[config.mk]
export PLATFORM = sky130hd
export DESIGN_NAME = tcc_unit
export DESIGN_NICKNAME = d
export VERILOG_FILES = /design/src/rtl/tcc_pkg.sv /design/src/rtl/tcc_presc.sv /design/src/rtl/tcc_sync_edge.sv /design/src/rtl/tcc_cmp.sv /design/src/rtl/tcc_unit.sv
export SDC_FILE = /design/constraint.sdc
export NUM_CORES = 1
export LEC_CHECK = 0
export BUFFER_PORTS_ARGS = -buffer_cell sky130_fd_sc_hd__buf_2
export CAP_MARGIN = 20
export CORE_UTILIZATION = 47
export DETAILED_ROUTE_END_ITERATION = 10
export PLACE_DENSITY_LB_ADDON = 0.3
export SLEW_MARGIN = 10
export SYNTH_ARGS = -nofsm -noshare
export SYNTH_HDL_FRONTEND = slang
export SYNTH_SLANG_ARGS = --single-unit
[constraint.sdc]
create_clock -name clk -period 1.8 [get_ports clk]
set_input_delay 0.27 -clock clk [delete_from_list [all_inputs] [get_ports clk]]
set_output_delay 0.27 -clock clk [all_outputs]
set_load 0.005 [all_outputs]
[src/rtl/tcc_pkg.sv]
package tcc_pkg;
    typedef enum logic [1:0] {
        TRIG_OFF  = 2'd0,
        TRIG_TICK = 2'd1,
        TRIG_EDGE = 2'd2,
        TRIG_RSVD = 2'd3
    } trig_e;

    typedef enum logic [1:0] {
        CMP_LE   = 2'd0,
        CMP_GE   = 2'd1,
        CMP_WIN  = 2'd2,
        CMP_NONE = 2'd3
    } cmp_e;

    typedef enum logic [1:0] {
        ST_OFF   = 2'd0,
        ST_ARMED = 2'd1,
        ST_FIRE  = 2'd2
    } state_e;
endpackage

[src/rtl/tcc_presc.sv]
module tcc_presc #(
    parameter int PSW = 2
) (
    input  logic           clk,
    input  logic           rst_n,
    input  logic           run,
    input  logic           tick,
    input  logic [PSW-1:0] div_code,
    output logic           fire
);
    localparam int CTW = (1 << PSW) - 1;

    logic [CTW-1:0] acc;
    logic [CTW-1:0] mask;

    // Low div_code bits of the tick count must be zero for a trigger.
    assign mask = (CTW'(1) << div_code) - CTW'(1);
    assign fire = run && tick && ((acc & mask) == '0);

    always_ff @(posedge clk or negedge rst_n) begin
        if (!rst_n)
            acc <= '0;
        else if (!run)
            acc <= '0;
        else if (tick)
            acc <= acc + CTW'(1);
    end
endmodule

[src/rtl/tcc_sync_edge.sv]
module tcc_sync_edge (
    input  logic clk,
    input  logic rst_n,
    input  logic evt,
    input  logic pol,
    output logic lvl,
    output logic edge_hit
);
    logic s1, s2, s3;

    always_ff @(posedge clk or negedge rst_n) begin
        if (!rst_n) begin
            s1 <= 1'b0;
            s2 <= 1'b0;
            s3 <= 1'b0;
        end else begin
            s1 <= evt;
            s2 <= s1;
            s3 <= s2;
        end
    end

    assign lvl      = s2;
    assign edge_hit = pol ? (s3 && !s2) : (s2 && !s3);
endmodule

[src/rtl/tcc_cmp.sv]
module tcc_cmp
    import tcc_pkg::*;
#(
    parameter int CW = 16
) (
    input  logic [CW-1:0] cnt,
    input  logic [CW-1:0] top,
    input  cmp_e          mode,
    output logic          match
);
    localparam int HW = CW / 2;

    logic [CW-1:0] lo_b, hi_b;

    assign lo_b = CW'(top[HW-1:0]);
    assign hi_b = CW'(top[CW-1:HW]);

    always_comb begin
        unique case (mode)
            CMP_LE:  match = (cnt <= top);
            CMP_GE:  match = (cnt >= top);
            CMP_WIN: match = (cnt >= lo_b) && (cnt <= hi_b);
            default: match = 1'b0;
        endcase
    end
endmodule

[src/rtl/tcc_unit.sv]
module tcc_unit
    import tcc_pkg::*;
#(
    parameter int CW  = 16,
    parameter int PSW = 2
) (
    input  logic           clk,
    input  logic           rst_n,
    input  logic [CW-1:0]  cnt_i,
    input  logic [CW-1:0]  top_i,
    input  logic           tick_i,
    input  logic           evt_i,
    input  logic [1:0]     trig_mode_i,
    input  logic [PSW-1:0] presc_i,
    input  logic [1:0]     cmp_mode_i,
    input  logic           pol_i,
    input  logic           gate_en_i,
    output logic           clr_req_o,
    output logic           match_o,
    output logic           cnt_gate_o
);
    trig_e  tmode;
    cmp_e   cmode;
    state_e state, state_nxt;
    logic   presc_fire, edge_hit, evt_lvl, cmp_hit, active, trig, hit;

    assign tmode = trig_e'(trig_mode_i);
    assign cmode = cmp_e'(cmp_mode_i);

    tcc_presc #(.PSW(PSW)) u_presc (
        .clk      (clk),
        .rst_n    (rst_n),
        .run      (tmode == TRIG_TICK),
        .tick     (tick_i),
        .div_code (presc_i),
        .fire     (presc_fire)
    );

    tcc_sync_edge u_edge (
        .clk      (clk),
        .rst_n    (rst_n),
        .evt      (evt_i),
        .pol      (pol_i),
        .lvl      (evt_lvl),
        .edge_hit (edge_hit)
    );

    tcc_cmp #(.CW(CW)) u_cmp (
        .cnt   (cnt_i),
        .top   (top_i),
        .mode  (cmode),
        .match (cmp_hit)
    );

    assign active = (tmode == TRIG_TICK) || (tmode == TRIG_EDGE);

    always_comb begin
        unique case (tmode)
            TRIG_TICK: trig = presc_fire;
            TRIG_EDGE: trig = edge_hit;
            default:   trig = 1'b0;
        endcase
    end

    assign hit = trig && cmp_hit;

    // Next-state logic
    always_comb begin
        state_nxt = state;
        unique case (state)
            ST_OFF: begin
                if (hit)         state_nxt = ST_FIRE;
                else if (active) state_nxt = ST_ARMED;
            end
            ST_ARMED: begin
                if (hit)          state_nxt = ST_FIRE;
                else if (!active) state_nxt = ST_OFF;
            end
            ST_FIRE: begin
                if (hit)         state_nxt = ST_FIRE;
                else if (active) state_nxt = ST_ARMED;
                else             state_nxt = ST_OFF;
            end
            default: state_nxt = ST_OFF;
        endcase
    end

    // State register
    always_ff @(posedge clk or negedge rst_n) begin
        if (!rst_n)
            state <= ST_OFF;
        else
            state <= state_nxt;
    end

    // Outputs
    always_comb begin
        clr_req_o  = (state == ST_FIRE);
        match_o    = (state == ST_FIRE);
        cnt_gate_o = !(gate_en_i && (evt_lvl != pol_i));
    end
endmodule

==> run_results.csv <==
group,metric,value,unit
global_routing,grt_max_degree,9,
finish,fillers,174,
yosys,synth_cells,127,
floorplan,io_pins,47,
finish,fin_nets,258,
yosys,synthMuxAreaShare,0.939,%
floorplan,fp.dieH,49.6,µm
power_and_ir_drop,power,0.000569,W
yosys,syn_area_per_cell,8.39,µm²
finish,diodes,0,
clock_network,worstSkewPairLatency,0.25,ns
global_routing,antenna_found_initial,0,
timing,setup_viol,0,
clock_network,cts_sinks,8,
timing,finClkSkew,0.00118,ns
setup_path,worst-setup-path-type,"in2reg",
setup_path,cp.buffers_inverters,1,
power_and_ir_drop,leakage,0.795,nW
yosys,synth_xor_area_share,2.46,%
placed_design,pre_cts_slack,-0.166,ns
yosys,synth-edff-count,0,
yosys,synth.ff_latch_count,8,
setup_path,critPathMaxFanout,3,
finish,drive_gt1_share,34.6,%
finish,seqCellArea,200,µm²
timing,fin_crit_sh,94.7,%
timing,slew_headroom,74.9,%
timing,whs,0.128,ns
yosys,syn-num-nets,198,
route,antenna_left,0,
status,status,"finished clean",
setup_path,startpoint_type,"input port",
route,drc,0,
clock_network,clkTransAtPathRegs,0.05,ns
min_path,hp-class,"in2reg",
clock_network,h-tree-depth,1,
placed_design,port_buffers,46,
setup_path,cp_cell_sequence,"buf_2, ha_1, a21oi_1, o21ai_1, a221oi_2, a31oi_1, a311oi_2, and3_1",
global_routing,overflow,0,
global_routing,grt_pass1_vias,1089,
timing,finalCriticalPeriod,1.71,ns
floorplan,dieArea,2460,µm²
timing,worstMarginPinSlew,0.373,ns
placed_design,hpwl,2160,µm
clock_network,cts-root-buf,"clkbuf_4",
yosys,synthSimpleGateAreaFrac,18.8,%
timing,fin_tns_setup,0,ns
timing,hold_violations,0,
timing,max_freq,586,MHz
route,vias_per_cell,5.23,
route,vias,1108,
clock_network,cts-buffers-inserted,3,
yosys,async_reset_ff_share,100,%
run,max_cap_violations,0,
setup_path,timing.reg2reg.setup_slack,0.28,ns
timing,maxSlewViolCount,0,
setup_path,crit_family,"compound AO/OA/AOI/OAI gates",
yosys,netlist_area,1070,µm²
yosys,synth_compound_area_share,19.6,%
power_and_ir_drop,power.density,398,nW/µm²
power_and_ir_drop,peakVddDrop,694,µV
setup_path,cp.arrival,1.89,ns
global_routing,grt_pass1_wl,4390,µm
route,wirelength,2480,µm
timing,setup_ws,0.0949,ns
yosys,synth_top_family_by_area,"adder cells",
route,dr.pass1.iters,4,
floorplan,die_w,49.6,µm
floorplan,coreArea,2040,µm²
yosys,ys_warn_count,0,
finish,area_growth_syn_to_layout,34.0,%
global_routing,grt_util_all_layers,23.2,%
timing,rsz0062_at_grt,"true",
placed_design,globalplace.congestion,0.800,
clock_network,cts.path.max_buffers,2,
floorplan,initial_core_util,52.2,%
route,drtIter0Drc,16,
yosys,synth_fa_ha_area_share,31.7,%
route,wl_per_cell,11.7,µm
clock_network,tritoncts,"done",
yosys,ys_types,34,
setup_path,end_kind,"register",
yosys,yosys_most_used_dff,"dfrtp_1",
finish,post-route-util,70.0,%
setup_path,critPathMaxStageDelay,0.32,ns
setup_path,critPathRequiredTime,1.98,ns
finish,multi_input_area,790,µm²
setup_path,worst_path_max_delay_cell,"ha_1",
yosys,ys_seq_area_share,18.8,%
floorplan,rows,16,
[final cells by class]
| type | instances | share of cell area, % |
|---|---|---|
| Tap cell | 27 | 2.36 |
| Clock buffer | 3 | 1.58 |
| Timing Repair Buffer | 56 | 21.5 |
| Multi-Input combinational cell | 98 | 55.3 |
| Inverter | 20 | 5.25 |
| Sequential cell | 8 | 14.0 |
[power breakdown]
group	internal, W	switching [W]	total (W)	leakage, nW
Sequential	0.000188	0.00000575	0.000194	0.102
Combinational	0.000122	0.000122	0.000244	0.679
Clock	0.0000759	0.0000554	0.000131	0.0138
[path summary, 6_finish.rpt]
check / startpoint / to / cells past startpoint
max: cnt_i[11] / state[1] / 8
min: evt_i / u_edge.s1 / 1
max reg2reg: u_presc.acc[0] / state[1] / 5
min reg2reg: u_edge.s1 / u_edge.lvl / 0
max in group asynchronous: rst_n / u_presc.acc[2] / 2
min in group asynchronous: rst_n / u_presc.acc[0] / 2
[cell usage after synthesis, types with 2 or more instances]
cell | instances | area share [%]
o2111ai_1 | 2 | 1.6
o21ai_1 | 2 | 0.94
nor2b_1 | 4 | 2.3
dfrtp_1 | 8 | 19
a31oi_1 | 2 | 1.2
ha_1 | 27 | 32
o21ai_0 | 5 | 2.3
nand4_1 | 4 | 2.3
and2_1 | 4 | 2.3
inv_1 | 20 | 7.0
nor2_1 | 4 | 1.4
a21oi_1 | 10 | 4.7
xor2_1 | 2 | 1.6
nand2_1 | 13 | 4.6
[metal layers]
metal  vias up  global-route usage, %  routed length, µm
li1        574                      -                  -
met1       484                   28.2               1140
met2        48                   39.2               1160
met3         2                   6.79                155
met4         0                   6.67                 27
met5         -                      0                  0
[cell families after synthesis]
logic type      Yosys count
simple gates             37
compound gates           30
fa+ha+maj                27
buf+inv                  21
flops                     8
xor+xnor                  3
mux                       1
[repair_timing]
| action | in CTS | in global routing |
|---|---|---|
| hold endpoints to repair | 8 | 0 |
| gates resized for setup | 0 | 1 |
| setup buffers | 0 | 0 |
| setup endpoints to repair | 0 | 2 |
| hold buffers | 1 | 0 |
[state kept, by name, summed over array words and instances (netlist names)]
name,count
state,2
u_edge.lvl,1
u_edge.s1,1
u_edge.s3,1
u_presc.acc,3
[cells in the final DEF, fill, tap and decap left out, types with 3 or more instances in the layout]
cell type,n
nand4_1,4
ha_1,27
nor2_1,4
clkbuf_4,3
nor2b_1,4
buf_4,9
buf_2,46
o21ai_0,5
inv_1,20
a21oi_1,10
and2_1,4
dfrtp_1,8
nand2_1,13
[per-stage QoR]
step / instance area [µm²] / instances
3_5_place_dp: 1390 / 208
4_1_cts: 1420 / 212
2_1_floorplan: 1070 / 127
5_1_grt: 1430 / 212
3_3_place_gp: 1390 / 208
6_report: 1430 / 212
Note: power is estimated with default switching activity, not from simulation.
